--- src/rtl/pa_pkg.sv ---
// Shared types for the bang-bang phase aligner.
package pa_pkg;
    // Which detector input opened the current comparison.
    typedef enum logic [1:0] {
        PEND_NONE = 2'd0,
        PEND_FB   = 2'd1,
        PEND_SYS  = 2'd2
    } pend_t;

    // One bang-bang decision.
    typedef struct packed {
        logic valid;
        logic up;
    } step_t;
endpackage

--- src/rtl/pa_edge_sync.sv ---
// Synchronizes a slow input into clk and flags its rising edge.
// Assumes the input stays high or low for several clk cycles.
// The rise flag is high for the one cycle after the last sync stage goes high.
module pa_edge_sync #(
    parameter int STAGES = 2
) (
    input  logic clk,
    input  logic rst_n,
    input  logic din,
    output logic rise
);
    logic [STAGES:0] sh;

    // Shift chain: STAGES sync flops plus one history flop.
    always_ff @(posedge clk) begin
        if (!rst_n) sh <= '0;
        else        sh <= {sh[STAGES-1:0], din};
    end

    assign rise = sh[STAGES-1] & ~sh[STAGES];
endmodule

--- src/rtl/pa_bb_detect.sv ---
// Early/late detector. The first rising edge opens a comparison. The other
// input's edge closes it and yields one decision: up if feedback came first.
// Edges that coincide with nothing open give no decision. Flush drops state.
module pa_bb_detect
    import pa_pkg::*;
(
    input  logic  clk,
    input  logic  rst_n,
    input  logic  fb_rise,
    input  logic  sys_rise,
    input  logic  flush,
    output step_t step
);
    pend_t pend, pend_n;

    // Next comparison state and decision.
    always_comb begin
        step   = '0;
        pend_n = pend;
        if (flush) begin
            pend_n = PEND_NONE;
        end else begin
            unique case (pend)
                PEND_NONE: begin
                    if (fb_rise && !sys_rise)      pend_n = PEND_FB;
                    else if (sys_rise && !fb_rise) pend_n = PEND_SYS;
                end
                PEND_FB: begin
                    if (sys_rise) begin
                        step   = '{valid: 1'b1, up: 1'b1};
                        pend_n = PEND_NONE;
                    end
                end
                PEND_SYS: begin
                    if (fb_rise) begin
                        step   = '{valid: 1'b1, up: 1'b0};
                        pend_n = PEND_NONE;
                    end
                end
                default: pend_n = PEND_NONE;
            endcase
        end
    end

    // Comparison state register.
    always_ff @(posedge clk) begin
        if (!rst_n) pend <= PEND_NONE;
        else        pend <= pend_n;
    end
endmodule

--- src/rtl/pa_lock_track.sv ---
// Lock tracker. Counts back-to-back direction reversals and same-direction
// runs. Sets lock at ALTS reversals and clears it at a run of RUN steps.
// Assumes step is a single-cycle decision; clear wipes history and lock.
module pa_lock_track
    import pa_pkg::*;
#(
    parameter int ALTS = 8,
    parameter int RUN  = 4
) (
    input  logic  clk,
    input  logic  rst_n,
    input  step_t step,
    input  logic  clear,
    output logic  locked
);
    localparam int AW = $clog2(ALTS + 1);
    localparam int RW = $clog2(RUN + 1);
    localparam logic [AW-1:0] ALT_MAX = AW'(ALTS);
    localparam logic [RW-1:0] RUN_MAX = RW'(RUN);

    logic          have_last, last_up;
    logic [AW-1:0] alt_cnt, alt_n;
    logic [RW-1:0] run_cnt, run_n;
    logic          same_dir;

    // Saturating counters for the decision being taken.
    always_comb begin
        same_dir = have_last && (step.up == last_up);
        if (have_last && !same_dir)
            alt_n = (alt_cnt == ALT_MAX) ? alt_cnt : alt_cnt + 1'b1;
        else
            alt_n = '0;
        if (same_dir)
            run_n = (run_cnt == RUN_MAX) ? run_cnt : run_cnt + 1'b1;
        else
            run_n = RW'(1);
    end

    // History and lock registers.
    always_ff @(posedge clk) begin
        if (!rst_n || clear) begin
            have_last <= 1'b0;
            last_up   <= 1'b0;
            alt_cnt   <= '0;
            run_cnt   <= '0;
            locked    <= 1'b0;
        end else if (step.valid) begin
            have_last <= 1'b1;
            last_up   <= step.up;
            alt_cnt   <= alt_n;
            run_cnt   <= run_n;
            if (run_n >= RUN_MAX)      locked <= 1'b0;
            else if (alt_n >= ALT_MAX) locked <= 1'b1;
        end
    end
endmodule

--- src/rtl/pa_phase_acc.sv ---
// Phase code accumulator. Applies each decision as a one-tap move modulo
// NTAPS and registers the up/down debug pulses alongside the code.
module pa_phase_acc
    import pa_pkg::*;
#(
    parameter int NTAPS  = 16,
    parameter int CODE_W = 4
) (
    input  logic              clk,
    input  logic              rst_n,
    input  step_t             step,
    output logic [CODE_W-1:0] code,
    output logic              up,
    output logic              dn
);
    localparam logic [CODE_W-1:0] LAST = CODE_W'(NTAPS - 1);

    // Code update with wrap and the debug pulses.
    always_ff @(posedge clk) begin
        if (!rst_n) begin
            code <= '0;
            up   <= 1'b0;
            dn   <= 1'b0;
        end else begin
            up <= step.valid & step.up;
            dn <= step.valid & ~step.up;
            if (step.valid) begin
                if (step.up) code <= (code == LAST) ? '0 : code + 1'b1;
                else         code <= (code == '0) ? LAST : code - 1'b1;
            end
        end
    end
endmodule

--- src/rtl/pa_aligner.sv ---
// Bang-bang phase aligner top. Synchronizes both divided clocks, decides
// early/late per comparison, steps a modulo tap code and tracks lock.
// Assumes both inputs are much slower than clk. Hold and relock are synchronous.
module pa_aligner
    import pa_pkg::*;
#(
    parameter int NTAPS     = 16,
    parameter int SYNC      = 2,
    parameter int LOCK_ALTS = 8,
    parameter int RUN_LIMIT = 4,
    localparam int CODE_W   = (NTAPS > 1) ? $clog2(NTAPS) : 1
) (
    input  logic              clk,
    input  logic              rst_n,
    input  logic              sys_div_i,
    input  logic              fb_div_i,
    input  logic              hold_i,
    input  logic              relock_i,
    output logic [CODE_W-1:0] phase_code_o,
    output logic              locked_o,
    output logic              step_up_o,
    output logic              step_dn_o
);
    logic  sys_rise, fb_rise;
    step_t raw_step, eff_step;

    pa_edge_sync #(.STAGES(SYNC)) u_sys_sync (
        .clk(clk), .rst_n(rst_n), .din(sys_div_i), .rise(sys_rise));

    pa_edge_sync #(.STAGES(SYNC)) u_fb_sync (
        .clk(clk), .rst_n(rst_n), .din(fb_div_i), .rise(fb_rise));

    pa_bb_detect u_det (
        .clk(clk), .rst_n(rst_n), .fb_rise(fb_rise), .sys_rise(sys_rise),
        .flush(hold_i | relock_i), .step(raw_step));

    // Gate decisions while the loop is frozen or restarting.
    always_comb begin
        eff_step       = raw_step;
        eff_step.valid = raw_step.valid & ~hold_i & ~relock_i;
    end

    pa_lock_track #(.ALTS(LOCK_ALTS), .RUN(RUN_LIMIT)) u_lock (
        .clk(clk), .rst_n(rst_n), .step(eff_step), .clear(relock_i),
        .locked(locked_o));

    pa_phase_acc #(.NTAPS(NTAPS), .CODE_W(CODE_W)) u_acc (
        .clk(clk), .rst_n(rst_n), .step(eff_step), .code(phase_code_o),
        .up(step_up_o), .dn(step_dn_o));
endmodule

--- config.mk ---
export PLATFORM = sky130hd
export DESIGN_NAME = pa_aligner
export DESIGN_NICKNAME = d
export VERILOG_FILES = /design/src/rtl/pa_pkg.sv /design/src/rtl/pa_edge_sync.sv /design/src/rtl/pa_bb_detect.sv /design/src/rtl/pa_lock_track.sv /design/src/rtl/pa_phase_acc.sv /design/src/rtl/pa_aligner.sv
export SDC_FILE = /design/constraint.sdc
export NUM_CORES = 1
export LEC_CHECK = 0
export ABC_AREA = 0
export BUFFER_PORTS_ARGS = -buffer_cell sky130_fd_sc_hd__buf_4
export CAP_MARGIN = 20
export CORE_MARGIN = 1
export CORE_UTILIZATION = 40
export DETAILED_ROUTE_END_ITERATION = 6
export GPL_ROUTABILITY_DRIVEN = 1
export HOLD_SLACK_MARGIN = 0.15
export PLACE_DENSITY = 0.68
export SETUP_SLACK_MARGIN = 0.1
export SYNTH_ARGS = -nofsm -noshare
export SYNTH_HDL_FRONTEND = slang
export SYNTH_HIERARCHICAL = 1
export SYNTH_SLANG_ARGS = --single-unit
--- constraint.sdc ---
create_clock -name clk -period 5.08 [get_ports clk]
set_clock_uncertainty 0.15 [all_clocks]
set_input_delay 0 -clock clk [delete_from_list [all_inputs] [get_ports clk]]
set_output_delay 0 -clock clk [all_outputs]
set_load 0.005 [all_outputs]
# Yosys cells after proc, flatten, opt, wreduce, memory -nomap -nowiden
# Cells that the tools add are included.
# totals
ff_bits,24
latch_bits,0
ram_bits,0
mem_bits_ro,0
wordCells,72
n_memories,0
# op_classes
addsub,4
multipliers,0
n_div,0
n_lt_le_gt_ge,2
eq_ne,9
shift,0
n_mux,18
bitwise_logic,13
n_reduce_logical,15
# op_table
cell,n
4-bit 2-to-1 mux,5
2-bit 2-to-1 mux,7
4-bit by 1-bit adder with 4-bit output (second input constant),2
4-bit == test (second input constant),2
1-bit bitwise AND,6
3-bit 2-to-1 mux,2
1-bit inverter,6
2-bit one-hot mux with 3 select lines,1
4-bit >= comparator (second input constant),1
1-bit logical AND,4
1-bit logical NOT,4
4-bit logical NOT,1
2-bit by 1-bit != test with 1-bit output (second input constant),2
2-bit one-hot mux with 2 select lines,1
4-bit by 1-bit subtractor with 4-bit output (second input constant),1
3-bit by 1-bit adder with 3-bit output (second input constant),1
3-bit == test (second input constant),1
3-bit >= comparator (second input constant),1
3-bit by 1-bit != test with 1-bit output (second input constant),1
3-bit AND reduction,1
2-bit by 1-bit == test with 1-bit output (second input constant),1
2-bit == test (second input constant),1
2-bit logical NOT,1
1-bit 2-to-1 mux,2
6 further kinds,6

# Depth between registers and ports, before layout
# Gate-level depths: netlist (run 1).
# depth
depth_word,13
depth_mapped,9
depth_no_buf,8

# Modules after synthesis
# Netlist (run 1), hierarchy kept.
# modules_own_cells
mod,instances,cells_per_inst,area_per_inst_um2
pa_lock_track,1,60,538.0
pa_phase_acc,1,35,309.0
pa_bb_detect,1,21,186.4
pa_edge_sync,2,7,92.6
pa_aligner,1,2,13.8

# Least setup slack after synthesis (run 1)
# OpenSTA, ideal clock, no wires.
# synth_path
path_kind,register to register
start,reg u_det.pend[0]
end,reg u_lock.alt_cnt[2]
setup_ps,117
arrival_time_ps,2519
t_required_ps,4813
slack_ps,2294
stages_incl_launch_ff,10
synth_period_minus_slack_ps,2786
cell_sequence,dfxtp_1 inv_1 ha_1 and4_1 a41o_1 nor3b_1 buf_4 o31ai_1 a22oi_1 nor2_1
# synth_rtl
element,line,text
from (decl),pa_bb_detect.sv:14,"pend_t pend, pend_n;"
from (signal assigned),pa_bb_detect.sv:48,else pend <= pend_n;
to (signal assigned),pa_lock_track.sv:50,alt_cnt <= alt_n;
to (decl),pa_lock_track.sv:22,"logic [AW-1:0] alt_cnt, alt_n;"

==> results of run 1 <==
through the flow:
step	instances	hold WS, ns	utilization	total power, W
6_report	187	0.2987	0.5250	0.0003081
5_1_grt	187	0.3237	0.5250	0.0003223
4_1_cts	187	0.3000	0.5250	0.0003121
3_5_place_dp	174	0.05589	0.4803	0.0002100
3_3_place_gp	174	0.05349	0.4803	0.0002094
2_1_floorplan	132	-0.02829	-	0.0002042
power groups by stage:
stage / clock (W) / combinational, W / sequential [W]
detailed placement: 0 / 0.0000145 / 0.000195
finish: 0.0000982 / 0.0000186 / 0.000191
CTS: 0.000102 / 0.0000188 / 0.000191
global placement: 0 / 0.0000141 / 0.000195
floorplan: 0 / 0.00000897 / 0.000195
global route: 0.000110 / 0.0000205 / 0.000192
layer usage:
layer,wire (um),share of wire,GRT usage
met5,0,0,0
met4,17,0.0081,0.06969
met3,49,0.023,0.03175
met2,1020,0.48,0.2458
met1,1017,0.48,0.1648
cell usage in the layout (no fill, tap or decap), types with 2 or more instances in the layout:
| cell type | n |
|---|---|
| dfxtp_1 | 24 |
| clkbuf_4 | 3 |
| a21oi_1 | 7 |
| nand2b_1 | 6 |
| o31ai_1 | 2 |
| nand3b_1 | 2 |
| ha_1 | 10 |
| inv_1 | 13 |
| xnor2_1 | 4 |
| dlygate4sd3_1 | 9 |
| buf_4 | 13 |
| nor2b_1 | 4 |
| nand3_1 | 6 |
| nor3b_2 | 2 |
| o21ai_0 | 2 |
| nor2_1 | 6 |
| nor2b_4 | 2 |
| and2_1 | 9 |
| mux2i_1 | 3 |
| nand2_1 | 7 |
| a41o_1 | 2 |
kinds of logic (layout without fill, tap and decap cells):
group / count (synthesis) / in the layout / synth area share
simple gates: 53 / 53 / 0.2630
buf+inv: 15 / 39 / 0.05178
compound gates: 20 / 20 / 0.1086
fa+ha+maj: 10 / 10 / 0.1015
mux: 4 / 4 / 0.03655
flops: 24 / 24 / 0.3898
xor+xnor: 6 / 6 / 0.04873
worst max-delay path, cell delays in order (launching register included):
cell and delay, ns:
dfxtp_1 0.39, inv_1 0.08, ha_1 0.30, and4_1 0.27, a41o_1 0.24, nor3b_2 0.14, dlygate4sd3_1 0.55, buf_4 0.21
nand2_1 0.08, dlygate4sd3_1 0.55, nor2_1 0.06, a311o_1 0.35
synthesized netlist by cell type (all sizes together):
cell and count:
mux2i 3, nor2b 6, a21oi 7, nor3b 2
a31oi 1, and4 1, and4b 1, nand3 6
o21ai 3, dfxtp 24, o22ai 1, a311o 1
and2 10, o2111ai 1, nor3 1, nor2 7
a22oi 1, a41o 2, nor4 1, mux2 1
xnor2 5, xor2 1, a221o 1, nand2 8
nand2b 6, nand4 1, buf 2, o31ai 2
ha 10, nand3b 2, inv 13, or2 1
worst max-delay path by stage:
stage,startpoint,endpoint,slack (ns),cells after the start
floorplan,u_det/pend[0],u_lock/alt_cnt[2],2.29,9
global placement,u_det/pend[0],u_acc/code[3],2.78,9
detailed placement,u_det/pend[0],u_acc/code[3],2.69,9
CTS,u_det/pend[0],u_acc/code[3],1.64,11
global route,u_det/pend[1],u_acc/code[3],1.46,11
finish,u_det/pend[0],u_acc/code[3],1.62,11
sequential cells by signal, summed over array words and instances, names as in the netlist:
register,cells
u_acc/up,1
u_lock/locked,1
u_lock/last_up,1
u_lock/run_cnt,3
u_acc/dn,1
u_fb_sync/sh,3
u_lock/have_last,1
u_lock/alt_cnt,4
u_acc/code,4
u_sys_sync/sh,3
u_det/pend,2
cell type report:
| cell class | instances | area [sq um] |
|---|---|---|
| clock buffers | 4 | 36.28 |
| fillers | 264 | 1344 |
| inverters | 13 | 48.80 |
| multi-input cells | 93 | 693.2 |
| flip-flops and latches | 24 | 480.5 |
| well taps | 31 | 38.79 |
| repair buffers | 22 | 187.7 |
==> results by group, run 1 <==
Worst setup path
  – R2r setup slk: 1.62 ns
  – Reg-to-Reg Start: u_det/pend[0]
  – Crit-path max FO: 24
  – R2r endpoint: u_acc/code[3]
  – Reg2Reg Depth: 11
  – Crit start category: register
  – Setup crit end kind: register
  – Worst setup path category: register to register
  – Arr. time, crit path: 3.52 ns
  – Worst Path Required: 5.14 ns

Power
  – Sw Pwr: 0.00006307 W
  – Peak supply drop: 0.0001530 V
  – Seq pwr share: 0.621
  – Sw frac: 0.2047
  – Power per cell area: 207.4 nW/um^2
  – Comb pwr share: 0.060
  – Cell-internal power: 0.0002450 W
  – Pleak: 0.5973 nW
  – Clock power frac: 0.319

Die
  – Io pins: 13
  – Initial Util: 0.4356
  – DIE HEIGHT: 57.51 um
  – Die width: 57.51 um
  – Die footprint: 3307 sq um
  – Rows: 19
  – Core area: 2829 sq um

Yosys
  – Synth top area share: 0.3898
  – Synth cell types: 39
  – Cells after synthesis: 132
  – Post-Synthesis Net Count: 148
  – Mapped cell area: 1232 sq um
  – Syn avg cell area: 9.337 sq um
  – Area contributors post-synth: dfxtp_1 39%, ha_1 10%, and2_1 4.6%
  – Post-synthesis register bit count: 24
  – Sequential fraction of the synthesis area: 0.3898
  – Syn. warnings: 6
  – Synth area leader: dfxtp_1

Place
  – Port bufs: 12
  – Hpwl dp: 1502 um
  – Placed Instance Area: 1359 sq um
  – Pre-CTS WS: 2.688 ns
  – Gp weighted congestion: 0.8083

STA
  – Tightest Pin Transition: 0.4323 ns
  – Endpoints failing setup: 0
  – Slew HR: 0.7118
  – Max Slew Vio Count: 0
  – Final setup margin: 1.617 ns
  – Hold Vio Cnt, Final: 0
  – Min cycle time layout: 3.463 ns
  – Final Cycle Share: 0.6818
  – Setup repair after global routing missed its margin: false
  – Post-route setup TNS: 0 ns
  – Fmax: 288.7 MHz

Layout
  – Ant diodes: 0
  – Area Overhead vs Synth: 20.51%
  – Share of cells above drive strength 1: 0.1667
  – Post-Layout Inst Area: 1485 sq um
  – Final #Nets: 173

Clocking
  – CTS buffer count: 3
  – CTS Root Cell: clkbuf_4
  – CTS sink cnt: 24
  – Htree depth: 1
  – CTS tree: built
  – Post-CTS setup buffers: 0
  – Number of hold buffers added after CTS: 9
  – Post-cts resize count: 0
  – Deepest clock path buffer count: 2
  – Clock Latency Late Sink: 0.31 ns
  – CTS clk-pin slew, worst paths: 0.12 ns

Global routing
  – Vias in the first global route: 905
  – Global route overflow: 0
  – Initial antenna violation count: 0
  – Global-route wire length before repair: 3650 um
  – Largest net degree at the start of global routing: 25
  – Total global-route track usage: 0.1422

Run
  – MaxCap Viol Count: 0

Route
  – Pre-antenna DRT Iters: 4
  – Post-DRT Antenna Nets: 0
  – DRC: 0
  – Detailed router's first-iteration violation count: 13
  – Routed WL: 2105 um
  – WL/cell: 11.26 um
  – Routed vias: 939
  – Drt via density: 5.021

Worst hold path
  – Hold Startpoint: u_fb_sync/sh[0]
  – Worst Hold End: u_fb_sync/sh[1]
  – Min-Delay Path Class: register to register
  – Worst hold path depth: 1

Status
  – Run status: finished clean
(Power assumes the default switching activity.)
==> run 2: changes to the inputs <==
--- a/config.mk
+++ b/config.mk
@@ -5,7 +5,7 @@
 export SDC_FILE = /design/constraint.sdc
 export NUM_CORES = 1
 export LEC_CHECK = 0
-export ABC_AREA = 0
+export ABC_AREA = 1
 export BUFFER_PORTS_ARGS = -buffer_cell sky130_fd_sc_hd__buf_4
 export CAP_MARGIN = 20
 export CORE_MARGIN = 1
@@ -13,7 +13,7 @@
 export DETAILED_ROUTE_END_ITERATION = 6
 export GPL_ROUTABILITY_DRIVEN = 1
 export HOLD_SLACK_MARGIN = 0.15
-export PLACE_DENSITY = 0.68
+export PLACE_DENSITY = 0.7
 export SETUP_SLACK_MARGIN = 0.1
 export SYNTH_ARGS = -nofsm -noshare
 export SYNTH_HDL_FRONTEND = slang
==> constraint.sdc (replaced) <==
create_clock -name clk -period 3 [get_ports clk]
set_clock_uncertainty 0.15 [all_clocks]
set_input_delay 0 -clock clk [delete_from_list [all_inputs] [get_ports clk]]
set_output_delay 0 -clock clk [all_outputs]
set_load 0.005 [all_outputs]
==> run 2 against run 1 <==
  * Utilization down 0.62 points
  * Final area up 9.3%
  * Area after synthesis up 9.4%
  * Global-route usage up 1.5 points
  * Setup slack worse by 1.2 ns
  * Final cell count up 40%
  * First-iteration DRC count rose to 3.5 times the previous value
  * Sequential share of layout area down 2.7 points
  * Wire length up 17%
==> results by group, run 2 <==
Worst setup path
  – Crit start category: register
  – Arr. time, crit path: 2.65 ns (-0.87 ns)
  – Reg2Reg Depth: 12 (+1)
  – Worst Path Required: 3.08 ns (-2.06 ns)
  – R2r setup slk: 0.43 ns (-1.18 ns)
  – Crit-path max FO: 13 (-46%)
  – Setup crit end kind: register
  – Reg-to-Reg Start: u_det/pend[0]
  – R2r endpoint: u_acc/code[2]
  – Worst setup path category: register to register

STA
  – Tightest Pin Transition: 0.2874 ns (-0.1449 ns)
  – Final Cycle Share: 0.8560 (+0.1742)
  – Endpoints failing setup: 0 (unchanged)
  – Setup repair after global routing missed its margin: false
  – Final setup margin: 0.4321 ns (-1.185 ns)
  – Slew HR: 0.8081 (+0.09633)
  – Hold Vio Cnt, Final: 0 (unchanged)
  – Post-route setup TNS: 0 ns (unchanged)
  – Fmax: 389.4 MHz (+35%)
  – Min cycle time layout: 2.568 ns (-0.8955 ns)
  – Max Slew Vio Count: 0 (unchanged)

Die
  – Rows: 20 (+1)
  – Io pins: 13 (unchanged)
  – Initial Util: 0.4312 (-0.004448)
  – Die footprint: 3608 sq um (+9.1%)
  – Core area: 3128 sq um (+11%)
  – Die width: 60.07 um (+4.5%)
  – DIE HEIGHT: 60.07 um (+4.5%)

Yosys
  – Most common library cells after synthesis: 48 x nand2_1, 37 x inv_1, 24 x dfxtp_1
  – Post-synth EDFFs: 0 (unchanged)
  – Syn. warnings: 6 (unchanged)
  – Post-synthesis register bit count: 24 (unchanged)
  – Mapped cell area: 1349 sq um (+9.4%)
  – Synth cell types: 25 (-36%)
  – Cells after synthesis: 194 (+47%)
  – Synth area leader: dfxtp_1
  – Sequential fraction of the synthesis area: 0.3562 (-0.03363)
  – Post-Synthesis Net Count: 210 (+42%)
  – Count leader, synth: nand2_1
  – Synth top area share: 0.3562 (-0.03363)
  – Asr flop ratio synth: 0 (unchanged)
  – Primary FF master, synth: dfxtp_1
  – Area contributors post-synth: dfxtp_1 36%, nand2_1 13%, inv_1 10%
  – Syn avg cell area: 6.953 sq um (-26%)

Layout
  – Layout fillers: 309 (+17%)
  – Largest regs: u_acc/code: 4 flops, u_lock/alt_cnt: 4 flops
  – Area Overhead vs Synth: 20.32%
  – Final Non-Filler Cells: 262 (+40%)
  – Most common cell after layout, fill and taps aside: nand2_1
  – Share of cells above drive strength 1: 0.1651 (-0.001529)
  – Most frequent cells in the layout: 48 x nand2_1, 37 x inv_1, 24 x dfxtp_1
  – Final #Nets: 235 (+36%)
  – Ant diodes: 0 (unchanged)

Clocking
  – CTS buffer count: 3 (unchanged)
  – CTS Root Cell: clkbuf_4
  – CTS sink cnt: 24 (unchanged)
  – Htree depth: 1 (unchanged)
  – CTS clk-pin slew, worst paths: 0.14 ns (+0.02 ns)
  – Deepest clock path buffer count: 2 (unchanged)
  – Clock Latency Late Sink: 0.32 ns (about the same)
  – CTS tree: built
  – Post-cts resize count: 0 (unchanged)

Worst hold path
  – Min-Delay Path Class: register to register
  – Worst Hold End: u_sys_sync/sh[1]
  – Hold Startpoint: u_sys_sync/sh[0]
  – Worst hold path depth: 2 (+1)

Power
  – Seq pwr share: 0.536 (-0.085)
  – Sw Pwr: 0.0001255 W (+99%)
  – Pleak: 0.7549 nW (+26%)
  – Cell-internal power: 0.0004790 W (+95%)
  – Comb pwr share: 0.072 (+0.012)
  – Power per cell area: 372.5 nW/um^2 (+80%)
  – Sw frac: 0.2077 (+0.002959)
  – Clock power frac: 0.392 (+0.073)
  – Peak supply drop: 0.0001787 V (+17%)

Global routing
  – Vias in the first global route: 1,053 (+16%)
  – Initial antenna violation count: 0 (unchanged)
  – Global route overflow: 0 (unchanged)
  – Global-route wire length before repair: 4264 um (+17%)
  – Largest net degree at the start of global routing: 15 (-40%)
  – Total global-route track usage: 0.1573 (+0.01515)

Route
  – Detailed router's first-iteration violation count: 45 (+32)
  – DRC: 0 (unchanged)
  – Routed WL: 2467 um (+17%)
  – Post-DRT Antenna Nets: 0 (unchanged)
  – Drt via density: 4.553 (-9.3%)
  – Routed vias: 1,193 (+27%)
  – Pre-antenna DRT Iters: 5 (+1)
  – WL/cell: 9.416 um (-16%)

Place
  – Hpwl dp: 1779 um (+18%)
  – Gp weighted congestion: 0.7967 (-1.4%)
  – Port bufs: 12 (unchanged)
  – Cells after DPL: 250 (+44%)
  – Pre-CTS WS: 0.9963 ns (-1.692 ns)

Status
  – Run status: finished clean

Run
  – MaxCap Viol Count: 0 (unchanged)
## run 2: cell count changes in the layout (fill, tap and decap cells not counted), sizes merged, moves of 6 or more
cell | previous run | this run
nand2 | 8 | 53
inv | 13 | 41
nor2 | 7 | 27
and2 | 10 | 1
nand2b | 6 | 0
nand4 | 1 | 7
nor2b | 6 | 0
## run 2: kinds of logic after synthesis
family / Yosys count / share of synthesized area
simple gates: 99 / 0.3377
buf+inv: 43 / 0.1354
flops: 24 / 0.3562
compound gates: 17 / 0.07143
fa+ha+maj: 10 / 0.09276
xor+xnor: 1 / 0.006495
## run 2: layer usage
layer	vias to the layer above	track usage	wire (um)
met4	0	0.07973	27
li1	639	-	-
met1	533	0.1984	1223
met2	19	0.2619	1159
met3	2	0.01948	57
met5	-	0	0
## run 2: timing repair
| action | CTS | global route |
|---|---|---|
| hold buffers | 8 | 0 |
| endpoints found under the hold margin | 24 | 0 |
| setup buffers | 0 | 0 |
## run 2: how the worst max path moves through the flow
stage                             start             to  slack [ns]
after floorplan           u_det/pend[0]  u_lock/locked        1.03
after global routing      u_det/pend[0]  u_lock/locked        0.23
final                     u_det/pend[0]  u_acc/code[2]        0.43
after global placement    u_det/pend[0]  u_acc/code[2]        1.03
after detailed placement  u_det/pend[0]  u_acc/code[2]         1.0
after CTS                 u_det/pend[0]  u_acc/code[2]        0.45
## run 2: worst max-delay path: stages, from the launching register on
cell and delay [ns]:
dfxtp_1 0.36, bufinv_8 0.18, ha_1 0.26, nand2_1 0.06
a21oi_1 0.11, nand2_1 0.06, nor2_1 0.07, dlygate4sd3_1 0.55
buf_4 0.19, nand2_1 0.11, o22ai_1 0.18, and2_2 0.16
nor2_1 0.04
## run 2: area by class of cell
class                      count  area [sq um]  share of cell area
clock buffer                   3         22.52             0.01388
clock inverter                 1         30.03             0.01850
inverter                      42         171.4              0.1056
multi-input combinational    127         685.7              0.4225
sequential                    24         480.5              0.2961
tap                           44         55.05             0.03392
timing repair buffer          21         177.7              0.1095
## run 2: through the flow
stage          utilization  total power (W)  instance area [sq um]  hold slack [ns]
6_report            0.5188        0.0006045                   1623           0.2751
5_1_grt             0.5188        0.0006304                   1623           0.3099
4_1_cts             0.5188        0.0006134                   1623           0.2762
3_5_place_dp        0.4764        0.0003674                   1490          0.03008
3_3_place_gp        0.4764        0.0003668                   1490          0.02761
2_1_floorplan            -        0.0003554                   1349         -0.05655
## run 2: power groups by stage
stage               clock network, W  registers (W)  logic [W]
global route                0.000256       0.000325  0.0000490
finish                      0.000237       0.000324  0.0000434
global placement                   0       0.000331  0.0000357
detailed placement                 0       0.000331  0.0000361
CTS                         0.000246       0.000324  0.0000433
floorplan                          0       0.000331  0.0000245
==> run 3: changes to the inputs <==
--- a/config.mk
+++ b/config.mk
@@ -5,7 +5,6 @@
 export SDC_FILE = /design/constraint.sdc
 export NUM_CORES = 1
 export LEC_CHECK = 0
-export ABC_AREA = 1
 export BUFFER_PORTS_ARGS = -buffer_cell sky130_fd_sc_hd__buf_4
 export CAP_MARGIN = 20
 export CORE_MARGIN = 1
==> run 3 against run 2 <==
  * The run now ends with design-rule violations left
  * Fmax up 3.6%
  * Count of clock-buffer cells in the layout up 1
  * Critical path type unchanged
  * Register-to-register slack better by 0.09 ns
  * Total power down 13%
  * Final cell count down 29%
  * Final area down 9.7%
  * Wire length down 8.1%
  * First-iteration DRC count down 80%
  * Worst hold slack better by 0.030 ns
  * Setup slack better by 0.090 ns
  * Non-clock buffer count down 1
  * Sequential power about the same
==> results by group, run 3 (synthesis gave the netlist of run 1 again) <==
Route
  – Drt via density: 5.157 (+13%)
  – DRC: 1 (+1)
  – WL/cell: 12.26 um (+30%)
  – Pre-antenna DRT Iters: 6 (+1)
  – Routed WL: 2268 um (-8.1%)
  – Routed vias: 954 (-20%)
  – Post-DRT Antenna Nets: 0 (unchanged)
  – Detailed router's first-iteration violation count: 9 (-80%)

Worst hold path
  – Min-Delay Path Class: register to register
  – Worst Hold End: u_fb_sync/sh[1]
  – Hold Startpoint: u_fb_sync/sh[0]
  – Worst hold path depth: 1 (-1)

Global routing
  – Global-route wire length before repair: 4043 um (-5.2%)
  – Largest net degree at the start of global routing: 25 (+10)
  – Vias in the first global route: 963 (-8.5%)
  – Global route overflow: 0 (unchanged)
  – Initial antenna violation count: 0 (unchanged)
  – Total global-route track usage: 0.1591 (+0.001746)

Place
  – Gp weighted congestion: 0.7725 (-3.0%)
  – Port bufs: 12 (unchanged)
  – Hpwl dp: 1535 um (-14%)
  – Placed Instance Area: 1359 sq um (-8.8%)

Layout
  – Largest regs: u_acc/code: 4 flops, u_lock/alt_cnt: 4 flops
  – Share of cells above drive strength 1: 0.1688 (+0.003694)
  – Ant diodes: 0 (unchanged)
  – Post-Layout Inst Area: 1465 sq um (-9.7%)
  – Most common cell after layout, fill and taps aside: dfxtp_1
  – Most frequent cells in the layout: 24 x dfxtp_1, 13 x buf_4, 13 x inv_1
  – Final #Nets: 171 (-27%)
  – Area Overhead vs Synth: 18.88%

Die
  – Core area: 2829 sq um (-9.6%)
  – DIE HEIGHT: 57.51 um (-4.3%)
  – Die footprint: 3307 sq um (-8.4%)
  – Initial Util: 0.4356 (+0.004448)
  – Rows: 19 (-5.0%)
  – Die width: 57.51 um (-4.3%)
  – Io pins: 13 (unchanged)

Power
  – Clock power frac: 0.322 (-0.070)
  – Power per cell area: 357.6 nW/um^2 (-4.0%)
  – Seq pwr share: 0.618 (+0.082)
  – Sw Pwr: 0.0001089 W (-13%)
  – Sw frac: 0.2080 (+0.0002903)
  – Comb pwr share: 0.060 (-0.012)
  – Cell-internal power: 0.0004150 W (-13%)
  – Peak supply drop: 0.0002824 V (+58%)
  – Pleak: 0.5889 nW (-22%)
  – PnR Total Power: 0.0005239 W (-13%)

Worst setup path
  – Reg-to-Reg Start: u_det/pend[0]
  – CP max stage delay: 0.40 ns (-0.15 ns)
  – CP Buf/Inv Count: 2 (-1)
  – Worst Path Required: 3.12 ns (+0.04 ns)
  – Arr. time, crit path: 2.59 ns (-0.06 ns)
  – Reg2Reg Depth: 9 (-3)
  – Slowest CP cell: and4_1
  – Worst setup path category: register to register
  – CP top delay family: simple AND/OR/NAND/NOR gates
  – Setup crit end kind: register
  – Crit start category: register
  – R2r endpoint: u_acc/code[3]
  – Ordered cell list for the critical path: inv_1 -> ha_1 -> and4_1 -> a41o_1 -> nor3b_2 -> buf_4 -> nand3_1 -> nor4_1 -> a311o_1
  – Crit-path max FO: 24 (+11)
  – Crit path depth: 9 (-3)
  – R2r setup slk: 0.52 ns (+0.09 ns)

Clocking
  – CTS sink cnt: 24 (unchanged)
  – CTS Root Cell: clkbuf_4
  – CTS clk-pin slew, worst paths: 0.13 ns (about the same)
  – Clock Latency Late Sink: 0.31 ns (about the same)
  – Htree depth: 1 (unchanged)
  – Post-cts resize count: 0 (unchanged)
  – CTS tree: built
  – Deepest clock path buffer count: 2 (unchanged)
  – CTS buffer count: 3 (unchanged)

STA
  – Final Cycle Share: 0.8259 (-0.03012)
  – Max Slew Vio Count: 0 (unchanged)
  – Min cycle time layout: 2.478 ns (-0.09036 ns)
  – Endpoints failing setup: 0 (unchanged)
  – Setup repair after global routing missed its margin: false
  – Post-route setup TNS: 0 ns (unchanged)
  – Slew HR: 0.7313 (-0.07685)
  – Tightest Pin Transition: 0.4031 ns (+0.1157 ns)
  – Hold Vio Cnt, Final: 0 (unchanged)
  – Fmax: 403.6 MHz (+3.6%)

Status
  – Failing checks: design-rule violations
  – Run status: finished, violations left

Run
  – MaxCap Viol Count: 0 (unchanged)
run 3: metal layers:
layer / share of wire / track usage / vias to the layer above
li1: - / - / 495
met1: 0.46 / 0.1753 / 441
met2: 0.51 / 0.2990 / 16
met3: 0.025 / 0.02721 / 2
met4: 0.0066 / 0.06272 / 0
met5: 0 / 0 / -
run 3: power groups by stage:
stage	registers [W]	logic (W)	clock network, W
2_1_floorplan	0.000331	0.0000152	0
3_3_place_gp	0.000331	0.0000235	0
3_5_place_dp	0.000331	0.0000240	0
4_1_cts	0.000324	0.0000311	0.000174
5_1_grt	0.000324	0.0000353	0.000189
6_report	0.000324	0.0000316	0.000169
run 3: area by class of cell:
type                    count  area (sq um)
fillers                   257          1364
flip-flops and latches     24         480.5
multi-input cells          93         693.2
repair buffers             20         167.7
inverters                  13         48.80
clock buffers               4         36.28
well taps                  31         38.79
run 3: metrics by stage:
stage / worst slack (ns) / util / hold slack, ns / instances
2_1_floorplan: 0.2138 / - / -0.02829 / 132
3_3_place_gp: 0.7030 / 0.4803 / 0.05085 / 174
6_report: 0.5224 / 0.5179 / 0.3052 / 185
5_1_grt: 0.2689 / 0.5179 / 0.3317 / 185
4_1_cts: 0.5434 / 0.5179 / 0.3066 / 185
3_5_place_dp: 0.5730 / 0.4803 / 0.06015 / 174
run 3: timing repair:
| action | CTS | global route |
|---|---|---|
| hold endpoints to repair | 24 | 0 |
| hold buffers | 7 | 0 |
| buffers inserted | 0 | 0 |
run 3: worst max path at each step:
stage	slack, ns	start	end
after floorplan	0.21	u_det/pend[0]	u_lock/alt_cnt[2]
after global placement	0.70	u_det/pend[0]	u_acc/code[3]
after detailed placement	0.57	u_det/pend[0]	u_acc/code[3]
after CTS	0.54	u_det/pend[0]	u_acc/code[3]
after global routing	0.27	u_det/pend[0]	u_acc/code[3]
final	0.52	u_det/pend[0]	u_acc/code[3]
